## config.mk

```make
export PLATFORM = sky130hd
export DESIGN_NAME = ctl3_master
export DESIGN_NICKNAME = d
export VERILOG_FILES = /design/src/rtl/ctl3_pkg.sv /design/src/rtl/ctl3_phase_timer.sv /design/src/rtl/ctl3_bit_shifter.sv /design/src/rtl/ctl3_seq.sv /design/src/rtl/ctl3_master.sv
export SDC_FILE = /design/constraint.sdc
export NUM_CORES = 1
export LEC_CHECK = 0
export ABC_AREA = 1
export BUFFER_PORTS_ARGS = -buffer_cell sky130_fd_sc_hd__buf_2
export CORE_MARGIN = 2
export CORE_UTILIZATION = 47
export CTS_BUF_LIST = sky130_fd_sc_hd__clkbuf_2
export DETAILED_ROUTE_END_ITERATION = 12
export HOLD_SLACK_MARGIN = 0.06
export PLACE_DENSITY_LB_ADDON = 0.1
export RECOVER_POWER = 50
export SLEW_MARGIN = 25
export SYNTH_ARGS = -nofsm -noshare
export SYNTH_HDL_FRONTEND = slang
export SYNTH_SLANG_ARGS = --single-unit
export TNS_END_PERCENT = 1
```

## constraint.sdc

```tcl
create_clock -name clk -period 1.8 [get_ports clk]
set_input_delay 0.09 -clock clk [delete_from_list [all_inputs] [get_ports clk]]
set_output_delay 0.09 -clock clk [all_outputs]
set_load 0.02 [all_outputs]
```

## src/rtl/ctl3_pkg.sv

```systemverilog
package ctl3_pkg;

    localparam int BYTE_W = 8;
    localparam int SEL_W  = 2;
    localparam int DEV_W  = BYTE_W - SEL_W;

    typedef enum logic [2:0] {
        ST_IDLE,
        ST_ASETUP,
        ST_BLO,
        ST_BHI,
        ST_GAP,
        ST_HALT,
        ST_DSETUP,
        ST_FIN
    } ctl3_state_e;

    typedef struct packed {
        logic mode;
        logic sclk;
        logic sdat;
    } ctl3_lines_t;

    localparam ctl3_lines_t LINES_REST = '{mode: 1'b1, sclk: 1'b1, sdat: 1'b0};
    localparam ctl3_lines_t LINES_MARK = '{mode: 1'b0, sclk: 1'b1, sdat: 1'b0};

    function automatic logic [BYTE_W-1:0] addr_byte(input logic [DEV_W-1:0] dev,
                                                    input logic [SEL_W-1:0] sel);
        return {dev, sel};
    endfunction

    function automatic ctl3_lines_t bit_lines(input logic data_phase,
                                              input logic high_half,
                                              input logic b);
        return '{mode: data_phase, sclk: high_half, sdat: b};
    endfunction

endpackage

```

## src/rtl/ctl3_phase_timer.sv

```systemverilog
module ctl3_phase_timer #(
    parameter int CNT_W = 6
) (
    input  logic             clk,
    input  logic             rst,
    input  logic             restart,
    input  logic [CNT_W-1:0] len_i,
    output logic             expire
);
    localparam logic [CNT_W-1:0] ONE = CNT_W'(1);

    logic [CNT_W-1:0] cnt_q;

    assign expire = (cnt_q == len_i - ONE);

    always_ff @(posedge clk) begin
        if (rst || restart) begin
            cnt_q <= '0;
        end else if (!expire) begin
            cnt_q <= cnt_q + ONE;
        end
    end

    // the count never runs past the length of the phase it times
    assert_cnt_in_phase_R4: assert property (@(posedge clk) disable iff (rst)
        cnt_q < len_i);

endmodule

```

## src/rtl/ctl3_bit_shifter.sv

```systemverilog
module ctl3_bit_shifter #(
    parameter int W = 8
) (
    input  logic         clk,
    input  logic         rst,
    input  logic         load,
    input  logic [W-1:0] load_byte,
    input  logic         advance,
    output logic         bit_o,
    output logic         last_bit
);
    localparam int IDX_W = $clog2(W);
    localparam logic [IDX_W-1:0] IDX_LAST = IDX_W'(W - 1);

    logic [W-1:0]     data_q;
    logic [IDX_W-1:0] idx_q;

    assign bit_o    = data_q[0];
    assign last_bit = (idx_q == IDX_LAST);

    always_ff @(posedge clk) begin
        if (rst) begin
            data_q <= '0;
            idx_q  <= '0;
        end else if (load) begin
            data_q <= load_byte;
            idx_q  <= '0;
        end else if (advance) begin
            data_q <= {1'b0, data_q[W-1:1]};
            idx_q  <= idx_q + IDX_W'(1);
        end
    end

    // a byte is never stepped beyond its final bit
    assert_no_ninth_bit_R4: assert property (@(posedge clk) disable iff (rst)
        advance |-> (idx_q != IDX_LAST));

    // a new byte always starts at bit 0
    assert_load_starts_lsb_R4: assert property (@(posedge clk) disable iff (rst)
        load |=> (idx_q == '0));

endmodule

```

## src/rtl/ctl3_seq.sv

```systemverilog
module ctl3_seq
    import ctl3_pkg::*;
#(
    parameter int                SETUP_CYC = 20,
    parameter int                HALF_CYC  = 50,
    parameter int                CNT_W     = 6,
    parameter logic [DEV_W-1:0]  DEV_CODE  = 6'b000101
) (
    input  logic              clk,
    input  logic              rst,
    input  logic              cmd_valid,
    output logic              cmd_ready,
    input  logic [BYTE_W-1:0] cmd_data,
    input  logic              cmd_halt,
    input  logic              cmd_last,
    input  logic              tmr_expire,
    output logic              tmr_restart,
    output logic [CNT_W-1:0]  tmr_len,
    input  logic              sh_bit,
    input  logic              sh_last,
    output logic              sh_load,
    output logic [BYTE_W-1:0] sh_byte,
    output logic              sh_adv,
    output ctl3_lines_t       lines,
    output logic              busy,
    output logic              done
);
    localparam logic [CNT_W-1:0] LEN_SETUP = CNT_W'(SETUP_CYC);
    localparam logic [CNT_W-1:0] LEN_HALF  = CNT_W'(HALF_CYC);
    localparam logic [CNT_W-1:0] LEN_WAIT  = CNT_W'(1);

    ctl3_state_e state_q, state_nx;
    logic        addr_q, addr_nx;
    logic        final_q, final_nx;
    logic        take;

    assign cmd_ready = (state_q == ST_IDLE) || (state_q == ST_GAP);
    assign take      = cmd_valid && cmd_ready;
    assign busy      = (state_q != ST_IDLE);
    assign done      = (state_q == ST_FIN);

    always_comb begin
        state_nx = state_q;
        addr_nx  = addr_q;
        final_nx = final_q;
        sh_load  = 1'b0;
        sh_byte  = cmd_data;
        sh_adv   = 1'b0;
        unique case (state_q)
            ST_IDLE: begin
                if (take) begin
                    sh_load  = 1'b1;
                    sh_byte  = addr_byte(DEV_CODE, cmd_data[SEL_W-1:0]);
                    addr_nx  = 1'b1;
                    final_nx = 1'b0;
                    state_nx = ST_ASETUP;
                end
            end
            ST_ASETUP: if (tmr_expire) state_nx = ST_BLO;
            ST_BLO:    if (tmr_expire) state_nx = ST_BHI;
            ST_BHI: begin
                if (tmr_expire) begin
                    if (!sh_last) begin
                        sh_adv   = 1'b1;
                        state_nx = ST_BLO;
                    end else if (addr_q || !final_q) begin
                        state_nx = ST_GAP;
                    end else begin
                        state_nx = ST_FIN;
                    end
                end
            end
            ST_GAP: begin
                if (take) begin
                    sh_load  = 1'b1;
                    addr_nx  = 1'b0;
                    final_nx = cmd_last;
                    state_nx = cmd_halt ? ST_HALT : ST_DSETUP;
                end
            end
            ST_HALT:   if (tmr_expire) state_nx = ST_DSETUP;
            ST_DSETUP: if (tmr_expire) state_nx = ST_BLO;
            ST_FIN:    state_nx = ST_IDLE;
            default:   state_nx = ST_IDLE;
        endcase
    end

    assign tmr_restart = (state_nx != state_q);

    always_comb begin
        unique case (state_q)
            ST_ASETUP, ST_HALT, ST_DSETUP: tmr_len = LEN_SETUP;
            ST_BLO, ST_BHI:                tmr_len = LEN_HALF;
            default:                       tmr_len = LEN_WAIT;
        endcase
    end

    always_comb begin
        unique case (state_q)
            ST_ASETUP, ST_HALT: lines = LINES_MARK;
            ST_BLO:             lines = bit_lines(!addr_q, 1'b0, sh_bit);
            ST_BHI:             lines = bit_lines(!addr_q, 1'b1, sh_bit);
            default:            lines = LINES_REST;
        endcase
    end

    always_ff @(posedge clk) begin
        if (rst) begin
            state_q <= ST_IDLE;
            addr_q  <= 1'b0;
            final_q <= 1'b0;
        end else begin
            state_q <= state_nx;
            addr_q  <= addr_nx;
            final_q <= final_nx;
        end
    end

    // completion is a single-cycle pulse
    assert_done_single_R8: assert property (@(posedge clk) disable iff (rst)
        done |=> !done);

    // a command only starts from an offered beat
    assert_busy_needs_beat_R9: assert property (@(posedge clk) disable iff (rst)
        $rose(busy) |-> $past(cmd_valid));

endmodule

```

## src/rtl/ctl3_master.sv

```systemverilog
module ctl3_master
    import ctl3_pkg::*;
#(
    parameter int               SETUP_CYC = 20,
    parameter int               HALF_CYC  = 50,
    parameter logic [5:0]       DEV_CODE  = 6'b000101
) (
    input  logic       clk,
    input  logic       rst,
    input  logic       cmd_valid,
    output logic       cmd_ready,
    input  logic [7:0] cmd_data,
    input  logic       cmd_halt,
    input  logic       cmd_last,
    output logic       line_mode,
    output logic       line_clk,
    output logic       line_data,
    output logic       busy,
    output logic       done
);
    localparam int MAX_CYC = (SETUP_CYC > HALF_CYC) ? SETUP_CYC : HALF_CYC;
    localparam int CNT_W   = $clog2(MAX_CYC + 1);

    logic              tmr_expire;
    logic              tmr_restart;
    logic [CNT_W-1:0]  tmr_len;
    logic              sh_bit;
    logic              sh_last;
    logic              sh_load;
    logic              sh_adv;
    logic [BYTE_W-1:0] sh_byte;
    ctl3_lines_t       lines;

    ctl3_seq #(
        .SETUP_CYC (SETUP_CYC),
        .HALF_CYC  (HALF_CYC),
        .CNT_W     (CNT_W),
        .DEV_CODE  (DEV_CODE)
    ) u_seq (
        .clk         (clk),
        .rst         (rst),
        .cmd_valid   (cmd_valid),
        .cmd_ready   (cmd_ready),
        .cmd_data    (cmd_data),
        .cmd_halt    (cmd_halt),
        .cmd_last    (cmd_last),
        .tmr_expire  (tmr_expire),
        .tmr_restart (tmr_restart),
        .tmr_len     (tmr_len),
        .sh_bit      (sh_bit),
        .sh_last     (sh_last),
        .sh_load     (sh_load),
        .sh_byte     (sh_byte),
        .sh_adv      (sh_adv),
        .lines       (lines),
        .busy        (busy),
        .done        (done)
    );

    ctl3_phase_timer #(.CNT_W(CNT_W)) u_timer (
        .clk     (clk),
        .rst     (rst),
        .restart (tmr_restart),
        .len_i   (tmr_len),
        .expire  (tmr_expire)
    );

    ctl3_bit_shifter #(.W(BYTE_W)) u_shift (
        .clk       (clk),
        .rst       (rst),
        .load      (sh_load),
        .load_byte (sh_byte),
        .advance   (sh_adv),
        .bit_o     (sh_bit),
        .last_bit  (sh_last)
    );

    assign line_mode = lines.mode;
    assign line_clk  = lines.sclk;
    assign line_data = lines.sdat;

    // the serial clock only moves when a timed phase has run out
    assert_clk_on_expiry_R4: assert property (@(posedge clk) disable iff (rst)
        !$stable(line_clk) |-> $past(tmr_expire));

endmodule

```

=== Word-level counts from Yosys, hierarchy flattened ===
Cells that the tools add are included.

* $add $sub $neg: 3
* Multiply operators: 0
* Div/mod/pow operators: 0
* Magnitude comparators: 0
* Eq/ne operators: 12
* Shift operators: 0
* Multiplexer cells: 26
* Bitwise logic cells: 0
* Reductions and logical operators: 17

{| class="wikitable"
|+ Operator list
! operator !! count
|-
| two-way mux 8 bit || 4
|-
| two-way mux 3 bit || 7
|-
| one-hot mux 3 bit (7 select lines) || 1
|-
| equality test 3 bit (second input constant) || 5
|-
| one-hot mux 6 bit (2 select lines) || 1
|-
| OR reduction 2 bit || 5
|-
| one-hot mux 3 bit (3 select lines) || 1
|-
| two-way mux 1 bit || 8
|-
| adder 6 x 1 -> 6 bit (second input constant) || 1
|-
| equality test 3 x 2 -> 1 bit (second input constant) || 2
|-
| equality test 6 bit || 1
|-
| subtractor 6 x 1 -> 6 bit (second input constant) || 1
|-
| two-way mux 2 bit || 2
|-
| != test 2 x 1 -> 1 bit (second input constant) || 2
|-
| one-hot mux 1 bit (2 select lines) || 2
|-
| nonzero test 2 bit || 2
|-
| adder 3 x 1 -> 3 bit (second input constant) || 1
|-
| equality test 3 x 1 -> 1 bit (second input constant) || 1
|-
| zero test 3 bit || 1
|-
| logical OR 1 bit || 3
|-
| != test 3 bit || 1
|-
| AND reduction 3 bit || 1
|-
| nonzero test 3 bit || 1
|-
| OR reduction 3 bit || 1
|-
| 2 further kinds || 3
|}

* Register bits: 22
* Latch bits: 0
* Bits in writable memories: 0
* ROM bits: 0
* Bits of input ports: 13
* Output and inout port bits: 6
* Logic and storage cells: 64
* Memories: 0

=== Depth between registers and ports, before layout ===
Gate-level depths: netlist of run 1.

* Depth in word-level cells: 9
* Depth in mapped cells: 17
* Depth with buffers taken out: 16

=== Modules after synthesis ===
From an unflattened synthesis of run 1, not the netlist that was laid out.

* Cell total of the unflattened synthesis: 258
* Area, all modules: 1586.5 um2

{| class="wikitable"
|+ Modules (own cells, without submodules)
! module !! instances !! cells an instance !! area each (um2) !! seq. area each (um2)
|-
| ctl3_phase_timer || 1 || 87 || 533.0 || 120.1
|-
| ctl3_bit_shifter || 1 || 77 || 531.8 || 220.2
|-
| ctl3_seq || 1 || 94 || 521.8 || 100.1
|}

=== Worst setup path before layout of run 1 ===
OpenSTA, ideal clock, no wires.

* Path type: reg2reg
* Start point: register u_seq.state_q[1]
* End point: register u_timer.cnt_q[3]
* Library setup time: 117 ps
* Arrival: 1670 ps
* Data required time: 1683 ps
* Slack: 14 ps
* Stages on the path, launching flop included: 14
* Buffers on the path: 1
* Clock period less this slack: 1786 ps
* Cell sequence: dfxtp_1 buf_6 nor2_2 nand2_2 nor2_4 inv_2 o21ai_0 inv_1 nand2_1 nand2_1 nand2_2 nor2_4 nand2_4 nor2_2

* Elaborated cells on any way between the ends: 25
* Classes of those cells: 1 x add/sub; 9 x eq/ne; 8 x mux; 7 x reduce/logical

{| class="wikitable"
|+ RTL lines
! what !! line !! source
|-
| start, declared || ctl3_seq.sv:32 || <nowiki>ctl3_state_e state_q, state_nx;</nowiki>
|-
| start signal, assigned || ctl3_seq.sv:113 || <nowiki>state_q <= state_nx;</nowiki>
|-
| equality test 3 bit / zero test 3 bit (equally long branches) || ctl3_seq.sv:37 || <nowiki>assign cmd_ready = (state_q == ST_IDLE) || (state_q == ST_GAP);</nowiki>
|-
| logical OR 1 bit (*) || ctl3_seq.sv:37 ||
|-
| named net cmd_ready || ctl3_master.sv:11 || <nowiki>output logic cmd_ready,</nowiki>
|-
| logical AND 1 bit (*) || ctl3_seq.sv:38 || <nowiki>assign take = cmd_valid && cmd_ready;</nowiki>
|-
| two-way mux 3 bit, on equally long branches || ctl3_seq.sv:74, ctl3_seq.sv:51 ||
|-
| one-hot mux 3 bit (7 select lines) (*) || ctl3_seq.sv:49 || <nowiki>unique case (state_q)</nowiki>
|-
| != test 3 bit (*) || ctl3_seq.sv:88 || <nowiki>assign tmr_restart = (state_nx != state_q);</nowiki>
|-
| logical OR 1 bit (*) || ctl3_phase_timer.sv:17 || <nowiki>if (rst || restart) begin</nowiki>
|-
| end signal, assigned || ctl3_phase_timer.sv:20 || <nowiki>cnt_q <= cnt_q + ONE;</nowiki>
|-
| end, declared || ctl3_phase_timer.sv:12 || <nowiki>logic [CNT_W-1:0] cnt_q;</nowiki>
|}

The timed path passes the listed nets; every way through them passes the cells marked *.
A chain may end at the register's enable or synchronous reset.

=== Final worst setup path of run 1 ===
* Start point: register u_seq.state_q[0]
* End point: register u_timer.cnt_q[1]

* Cells in the longest elaborated chain, start to end: 9
* Elaborated cells on any way between the ends: 25
* Classes of those cells: 1 x add/sub; 9 x eq/ne; 8 x mux; 7 x reduce/logical

{| class="wikitable"
|+ Ends and longest elaborated chain
! what !! line !! source
|-
| equality test 3 bit (tied with other cells) || ctl3_seq.sv:49, ctl3_seq.sv:91 ||
|-
| OR reduction 3 bit / OR reduction 2 bit (equally long branches) || ctl3_seq.sv:91 || <nowiki>unique case (state_q)</nowiki>
|-
| one-hot mux 6 bit (2 select lines) || ctl3_seq.sv:91 ||
|-
| subtractor 6 x 1 -> 6 bit || ctl3_phase_timer.sv:14 || <nowiki>assign expire = (cnt_q == len_i - ONE);</nowiki>
|-
| equality test 6 bit || ctl3_phase_timer.sv:14 ||
|-
| two-way mux 3 bit, on equally long branches || - ||
|-
| one-hot mux 3 bit (7 select lines) || ctl3_seq.sv:49 ||
|-
| != test 3 bit || ctl3_seq.sv:88 ||
|-
| logical OR 1 bit || ctl3_phase_timer.sv:17 ||
|}

Several ways; a longest one is shown, not always the timed one.

==> impl_results.md, run 1 <==
- Core area: 2760 um2
- Reg2reg start: u_seq.state_q[0]
- Net Count, Synth: 194
- Vias per cell: 4.99
- Register area share after synthesis: 32.4%
- Clock Latency Late Sink: 0.33 ns
- Worst Hold Class: primary input to flop
- Number of vias in the routed layout: 1,307
- M1 GR Usage: 23.5%
- Slew margin rel.: 83.0%
- Leading post-synthesis cells by instance count: nand2_1 (33), dfxtp_1 (22), inv_1 (18), nor2_1 (16), nand2_2 (13)
- Final setup TNS: 0 ns
- First-pass GRT wire length: 5020 um
- GR Util met2: 34.1%
- Simple-gate area share of the yosys netlist: 43.6%
- Adder-Cell Fraction of Synth Area: 2.76%
- Port Buffers: 18
- Fmax achieved: 573 MHz
- Row Count: 19
- Max_cap viols: 0
- Hold path start: cmd_data[2]
- Post-synth EDFFs: 0
- Pleak: 0.840 nW
- Run status: complete, no violations
- Die width: 57.8 um
- Synth area leader: dfxtp_1
- Setup Skew: 0.00350 ns
- Number of synthesized register bits: 22
- Pwr dens: 1240 nW/um2
- Final layout net count: 248
- Largest net degree at the start of global routing: 14
- Synthesized area per cell: 7.64 um2
- Clk buf depth: 2
- Crit path top cell by count: nand2_4
- GR Util met3: 2.01%
- Post-synth top area share: 32.4%
- CTS tree: built
- CP Data Arrival Time: 2.04 ns
- RSZ-0062 raised after global routing: true
- Layout cells sized above 1: 43.3%
- Max Transition Viols Final: 0
- Mapped cell area: 1360 um2
- Post-synthesis compound-gate area fraction: 11.9%
- Placed cell area: 1620 um2
- Most frequent cell after synthesis: nand2_1
- Number of global-route vias before repair: 1,210
- Area growth, synth to finish: 37.4%
- H-tree lvl count: 1
- Worst path slowest cell: dfxtp_4
- CP Launch Type: flop
- Maximum vdd drop: 0.936 mV
- Placed wire-length estimate: 2330 um
- WL/cell: 11.9 um
- Ys async rst share: 0%
- Io pins: 19
- Pre-Repair DR Iteration Count: 4
- Fill cells: 226
- Full die area: 3340 um2
- Drt drc: 0
- Count of cell types in the netlist: 31
- Post-route cell area: 1870 um2
- Placed cell count: 244
- Yosys warns: 0
- Critical path required time: 2.09 ns
- Main combinational cell family by area after synthesis: simple AND/OR/NAND/NOR gates
- CTS sink cnt: 22
- Final number of hold-violating endpoints: 0
- Busiest layer in global routing: met2
- CP Capture Type: flop
- Mux cell area share after synthesis: 0%
- Crit-path cells: inv_2 > nand3_4 > buf_4 > nand3_4 > nand2_4 > nand2_4 > nor2_8 > nand2_4 > nand2_2 > nand3_2 > nand3_1 > nand2_2 > nor2_4 > nand2_4 > nor2_2
- Final wirelength: 3110 um
- Multi-input logic area: 873 um2
- XOR/XNOR Fraction of Synth Area: 1.93%
- Tmin final: 1.74 ns
- FF/Latch Area: 454 um2
- Clock Tree Root: clkbuf_2
- Crit path launch: u_seq.state_q[0]
- Worst-path maximum fanout: 7
- RePlAce Congestion: 0.885
- Tcrit/Tclk final: 96.9%
- CTS Buf Count: 3
- Setup-failing EPs final: 0
- DRT antenna net count: 0
- Initial core utilization: 49.3%
- Max incr delay on CP: 0.41 ns
- Grt ovf: 0
- CTS clk-pin slew, worst paths: 0.22 ns
- # diodes: 0
- Finished Layout Cells: 262
- Antenna violations before repair: 0
- Slew of the pin with the lowest slew margin: 0.254 ns
- Kind of critical path: flop to flop
- Synth Instances: 178
- Die Ht: 57.8 um
- Total power: 2.32 mW
- Tot GR Track Use: 19.3%
- Initial DRC Count: 29
- Minimum hold slack: 0.146 ns
- Top cells by area, synth: dfxtp_1 (32%), nand2_1 (9.1%), nand2_2 (6.0%)
- Main flop type after synthesis: dfxtp_1
-- path summary, 6_finish.rpt --
path / end / cells after the start / slack (ns)
max: u_timer.cnt_q[1] / 15 / 0.06
min: u_shift.data_q[2] / 3 / 0.15
max reg2reg: u_timer.cnt_q[1] / 15 / 0.06
min reg2reg: u_shift.data_q[7] / 2 / 0.49
-- cell usage in the layout, fill, tap and decap left out, types with 2 or more instances in the layout --
cell type,Yosys,final
nand2_1,33,30
buf_4,0,22
inv_1,18,18
buf_2,0,18
dfxtp_1,22,17
nor2_1,16,16
nand2_2,13,12
dlygate4sd3_1,0,11
a21oi_1,10,10
nand2_4,5,9
nand3_2,6,7
nor2_2,8,7
inv_2,5,4
o21ai_0,4,4
nand4_1,4,4
nand3_1,6,4
nor2_4,2,3
a311oi_1,3,3
ha_1,3,3
clkbuf_2,0,3
dfxtp_4,0,3
nand3_4,1,2
o21bai_1,2,2
or2_2,2,2
xor2_1,2,2
a31oi_1,2,2
dfxtp_2,0,2
-- metal layers --
layer	vias up	wire [um]
met2	17	1590
li1	686	-
met5	-	0
met4	0	31
met3	4	57
met1	600	1430
-- critical path: cells and delay by family, from the launching register on --
family / cells / cell delay (ns)
buffers and inverters: 2 / 0.17
DFF: 1 / 0.41
and+or+nand+nor: 13 / 1.11
-- per-stage QoR --
step | worst slack, ns | utilization (%)
after floorplan | 0.0136 | -
after global placement | 0.0318 | 58.6
after detailed placement | -0.0378 | 58.6
after CTS | 0.000905 | 64.5
after global routing | -0.0724 | 67.7
final | 0.0558 | 67.7
-- registers in the layout, indices dropped and copies added, names as in the netlist --
name / count
u_seq.addr_q: 1
u_timer.cnt_q: 6
u_shift.data_q: 8
u_seq.final_q: 1
u_seq.state_q: 3
u_shift.idx_q: 3
-- cell type report --
cell class / count / share of cell area, %
inverters: 23 / 4.89
clock inverters: 1 / 1.61
repair buffers: 51 / 19.6
flip-flops and latches: 22 / 24.3
multi-input cells: 131 / 46.8
well taps: 31 / 2.08
clock buffers: 3 / 0.804
-- timing repair --
item | CTS | global route
hold buffers | 11 | 0
pin swaps | 0 | 5
setup buffers | 0 | 3
gates resized for setup | 2 | 20
setup endpoints to repair | 13 | 15
hold endpoints to repair | 10 | 0
-- report_power, final --
group          switching [mW]  total, mW  internal [mW]  leakage, nW
combinational           0.799       1.34          0.537        0.631
sequential             0.0589      0.638          0.579        0.182
clock                   0.157      0.349          0.191       0.0266
-- logic make-up (layout without fill, tap and decap cells) --
kind of cell / after synthesis / in the layout
compound gates: 26 / 26
xor+xnor: 3 / 3
fa+ha+maj: 3 / 3
buf+inv: 25 / 78
flops: 22 / 22
simple gates: 99 / 99
Power figures use the tool's default switching activity.
==> inputs of run 2 (changes only) <==
Settings changed: CTS_BUF_LIST sky130_fd_sc_hd__clkbuf_2 to sky130_fd_sc_hd__clkbuf_16, MAX_ROUTING_LAYER set to met4, RECOVER_POWER 50 to 100.
==> run 2 against run 1 <==
Combinational power shrank 4%; utilization shrank 2.5 points; clock skew shrank 0.00055 ns; total power grew 9.4%; critical path type unchanged; design area shrank 3.6%; highest routed layer unchanged.
==> impl_results.md, run 2 (same netlist as run 1, synthesis figures left out) <==
- Run status: complete, no violations
- M1 GR Usage: 23.5%
- Slew of the pin with the lowest slew margin: 0.254 ns
- Pre-Repair DR Iteration Count: 4
- Busiest layer in global routing: met2
- Max Transition Viols Final: 0
- Setup Skew: 0.00295 ns
- Vias per cell: 5.12
- Fmax achieved: 579 MHz
- Tmin final: 1.73 ns
- Number of global-route vias before repair: 1,165
- CP Data Arrival Time: 1.92 ns
- CTS tree: built
- Multi-input logic area: 858 um2
- Largest Register: u_shift.data_q
- Sw frac: 39.7%
- H-tree lvl count: 1
- Final layout net count: 237
- Total power: 2.54 mW
- GR Util met3: 3.57%
- Reg power frac: 25.1%
- Critical path required time: 1.99 ns
- Minimum hold slack: 0.0857 ns
- Worst-path maximum fanout: 7
- # diodes: 0
- Maximum vdd drop: 1.15 mV
- CTS sink cnt: 22
- Fin util: 65.3%
- Clk buf depth: 2
- Placed wire-length estimate: 2330 um
- Pwr dens: 1410 nW/um2
- Largest net degree at the start of global routing: 14
- GR Util met2: 32.1%
- First-pass GRT wire length: 4910 um
- Final wirelength: 2930 um
- Slew margin rel.: 83.0%
- Power share of the combinational group: 50.5%
- Setup-failing EPs final: 0
- Antenna violations before repair: 0
- RSZ-0062 raised after global routing: true
- Clock Latency Late Sink: 0.25 ns
- Port Buffers: 18
- Finished Layout Cells: 251
- Core area: 2760 um2
- Clock Tree Root: clkbuf_16
- Grt ovf: 0
- Tcrit/Tclk final: 95.9%
- CTS clk-pin slew, worst paths: 0.06 ns
- Pleak: 0.803 nW
- WL/cell: 11.7 um
- Die width: 57.8 um
- Initial core utilization: 49.3%
- CP Launch Type: flop
- Placed cell area: 1620 um2
- Max reg flops: 8
- Drt drc: 0
- Biggest regs: u_shift.data_q: 8 flops, u_timer.cnt_q: 6 flops
- Max_cap viols: 0
- Io pins: 19
- RePlAce Congestion: 0.899
- Row Count: 19
- CTS Buf Count: 3
- Sw power: 1.01 mW
- Most common cell after layout, fill and taps aside: nand2_1
- Internal power: 1.53 mW
- DRT antenna net count: 0
- Commonest non-fill, non-tap cells in the layout: nand2_1 (32), buf_4 (21), inv_1 (18), dfxtp_1 (18)
- FF/Latch Area: 453 um2
- Fill cells: 244
- Placed cell count: 244
- Worst Hold Class: primary input to flop
- Die Ht: 57.8 um
- Tot GR Track Use: 19.4%
- CP Capture Type: flop
- Full die area: 3340 um2
- Number of vias in the routed layout: 1,286
- Kind of critical path: flop to flop
- Clock network fraction of design power: 24.4%
- Area growth, synth to finish: 32.4%
- Initial DRC Count: 30
- Post-route cell area: 1800 um2
- Final number of hold-violating endpoints: 0
- Layout cells sized above 1: 42.7%
## run 2: cell count changes in the layout (fill, tap and decap cells not counted), moves of 2 or more
cell and change:
clkbuf_2 -3, clkbuf_16 +3, clkbuf_1 +2, nand2_2 -2
buf_2 -2, dlygate4sd3_1 -11, nand2_1 +2
## run 2: layer usage
| layer | vias up | wire length, um |
|---|---|---|
| met5 | - | 0 |
| met4 | 0 | 51 |
| met3 | 8 | 86 |
| met2 | 24 | 1440 |
| met1 | 586 | 1350 |
| li1 | 668 | - |
## run 2: worst max-delay path, stage by stage, from the launching register on
cell and delay (ns):
dfxtp_4 0.35, buf_4 0.14, nand2_4 0.09, nand3_4 0.10, nand2_4 0.07, nand2_4 0.06, nor2_8 0.18, nand2_4 0.08
nand2_2 0.06, nand3_2 0.08, nand3_1 0.09, nand2_2 0.07, nor2_4 0.12, nand2_4 0.10, nor2_2 0.08
## run 2: path summary, 6_finish.rpt
path,from,to,slack [ns],cells past startpoint
max,u_seq.state_q[0],u_timer.cnt_q[1],0.07,14
min,cmd_data[7],u_shift.data_q[7],0.09,3
max reg2reg,u_seq.state_q[0],u_timer.cnt_q[1],0.07,14
min reg2reg,u_shift.data_q[7],u_shift.data_q[7],0.47,2
## run 2: timing repair
| action | CTS | global route |
|---|---|---|
| gates resized for setup | 2 | 15 |
| cloned | 0 | 0 |
| hold buffers | 0 | 0 |
| setup buffers | 0 | 3 |
| endpoints found under the setup margin | 8 | 14 |
| pin swaps | 0 | 5 |
## run 2: metrics by stage
step,setup TNS [ns],setup WS (ns)
floorplan,0,0.0136
CTS,0,0.0322
finish,0,0.0737
global placement,0,0.0318
global route,-0.373,-0.0670
detailed placement,-0.232,-0.0378
## run 2: power by group through the flow
stage	Clock [mW]	Sequential, mW	Combinational (mW)
2_1_floorplan	0	0.627	0.871
3_3_place_gp	0	0.637	1.18
3_5_place_dp	0	0.640	1.20
4_1_cts	0.631	0.631	1.21
5_1_grt	0.650	0.649	1.40
6_report	0.619	0.637	1.28
## run 2: layout make-up
type	instances	area share, %
clock buffers	3	4.17
clock inverters	1	1.67
inverters	23	4.93
multi-input cells	131	47.7
flip-flops and latches	22	25.2
well taps	31	2.15
repair buffers	40	14.2
==> inputs of run 3 (changes only) <==
Settings changed: CTS_CLUSTER_DIAMETER set to 40.
Clock period 1.8 ns to 1.96 ns, I/O delays scaled along.
==> run 3 against run 2 <==
Worst hold slack improved by 0.0076 ns; first-iteration DRC count rose by 120%; design area fell by 7.6%; total power fell by 18%; wire length rose by 1.5%; sequential share of layout area rose by 1.7 points; sequential power fell by 6.3%; clock-buffer cell count did not move; register-to-register slack improved by 0.07 ns.
==> impl_results.md, run 3 (same netlist as run 1, synthesis figures left out) <==
- Run status: complete, no violations
- CP Data Arrival Time: 2.00 ns
- CTS clk-pin slew, worst paths: 0.06 ns
- Clk buf depth: 2
- Area growth, synth to finish: 22.3%
- CP Capture Type: flop
- Largest Register: u_shift.data_q
- CTS Buf Count: 3
- RePlAce Congestion: 0.834
- Critical path required time: 2.15 ns
- Io pins: 19
- Reg power frac: 28.6%
- Tot GR Track Use: 19.8%
- Slew of the pin with the lowest slew margin: 0.255 ns
- Most common cell after layout, fill and taps aside: nand2_1
- Largest net degree at the start of global routing: 14
- Pleak: 0.735 nW
- Worst Hold Class: primary input to flop
- Port Buffers: 18
- # diodes: 0
- Kind of critical path: flop to flop
- Placed cell area: 1540 um2
- Fin util: 60.3%
- RSZ-0062 raised after global routing: false
- Placed wire-length estimate: 2360 um
- Pwr dens: 1260 nW/um2
- DRT antenna net count: 0
- Row Count: 19
- Layout cells sized above 1: 37.4%
- Clock network fraction of design power: 20.5%
- Drt drc: 0
- CP Launch Type: flop
- Final layout net count: 228
- Clock Tree Root: clkbuf_16
- Post-route cell area: 1660 um2
- Pre-Repair DR Iteration Count: 4
- Power share of the combinational group: 50.9%
- Number of vias in the routed layout: 1,245
- Setup Skew: 0.00625 ns
- Initial DRC Count: 67
- Max reg flops: 8
- Max incr delay on CP: 0.41 ns
- Tcrit/Tclk final: 92.5%
- Tmin final: 1.81 ns
- Vias per cell: 5.14
- Setup-failing EPs final: 0
- Internal power: 1.19 mW
- Sw power: 0.904 mW
- Die width: 57.8 um
- Worst path slowest cell: dfxtp_4
- Crit-path cells: inv_2 > nand2_2 > nand3_4 > nand2_2 > nand2_4 > nor2_8 > buf_4 > nand4_2 > nand4_1 > nand3_2 > nor2_4 > nand2_4 > nor2_2
- Initial core utilization: 49.3%
- Biggest regs: u_shift.data_q: 8 flops, u_timer.cnt_q: 6 flops
- Max_cap viols: 0
- Core area: 2760 um2
- H-tree lvl count: 1
- Full die area: 3340 um2
- Critical path's top delay family: simple AND/OR/NAND/NOR gates
- Buffers and inverters on the worst path: 2
- Grt ovf: 0
- Final wirelength: 2980 um
- Antenna violations before repair: 0
- Sw frac: 43.3%
- CTS sink cnt: 22
- Final number of hold-violating endpoints: 0
- Worst-path maximum fanout: 6
- WL/cell: 12.3 um
- CTS Hold Bufs: 0
- Slew margin rel.: 83.1%
- First-pass GRT wire length: 4960 um
- Maximum vdd drop: 0.870 mV
- Max Transition Viols Final: 0
- Clock Latency Late Sink: 0.25 ns
- Final setup TNS: 0 ns
- CTS tree: built
- Commonest non-fill, non-tap cells in the layout: nand2_1 (33), dfxtp_1 (19), inv_1 (18)
- Die Ht: 57.8 um
- Fmax achieved: 551 MHz
- Number of global-route vias before repair: 1,149
[run 3: worst min-delay path, stage by stage]
cell and delay [ns]:
buf_2 0.09, nand2_1 0.06, a21oi_1 0.05
[run 3: power groups by stage]
stage | Sequential, mW | Combinational (mW) | Clock, mW
2_1_floorplan | 0.576 | 0.800 | 0
3_3_place_gp | 0.596 | 0.987 | 0
3_5_place_dp | 0.599 | 1.00 | 0
4_1_cts | 0.591 | 1.01 | 0.440
5_1_grt | 0.607 | 1.17 | 0.462
6_report | 0.597 | 1.06 | 0.429
[run 3: layout make-up]
class,instances,area (um2)
Fill cell,255,1090
Multi-Input combinational cell,131,831
Sequential cell,22,447
Timing Repair Buffer,31,181
Inverter,23,86.3
Clock buffer,3,75.1
Tap cell,31,38.8
Clock inverter,1,3.75
[run 3: path summary, 6_finish.rpt]
| kind | start | to | slack (ns) | cells past startpoint |
|---|---|---|---|---|
| worst max-delay path | u_seq.state_q[1] | u_timer.cnt_q[0] | 0.15 | 13 |
| worst min-delay path | cmd_last | u_seq.final_q | 0.09 | 3 |
| worst max register to register | u_seq.state_q[1] | u_timer.cnt_q[0] | 0.15 | 13 |
| worst min register to register | u_shift.data_q[2] | u_shift.data_q[2] | 0.46 | 2 |
[run 3: through the flow]
step | std cells | power, mW | hold slack [ns] | setup slack (ns)
2_1_floorplan | 178 | 1.38 | 0.176 | 0.174
3_3_place_gp | 234 | 1.58 | 0.357 | 0.0132
3_5_place_dp | 234 | 1.60 | 0.364 | -0.0751
4_1_cts | 238 | 2.04 | 0.0932 | 0.0691
5_1_grt | 242 | 2.24 | 0.0987 | 0.0130
6_report | 242 | 2.09 | 0.0933 | 0.146
[run 3: repair_timing]
item | in CTS | in global routing
buffers inserted | 0 | 4
pin swaps | 0 | 2
gates resized for setup | 1 | 5
setup endpoints to repair | 13 | 13
[run 3: routing by layer]
metal  share of wire, %  up-vias  global-route usage [%]
met1                 45      575                    23.7
met5                  0        -                       -
met2                 51       18                    34.1
met4               0.97        0                    5.98
met3                2.2        5                    3.35
li1                   -      647                       -
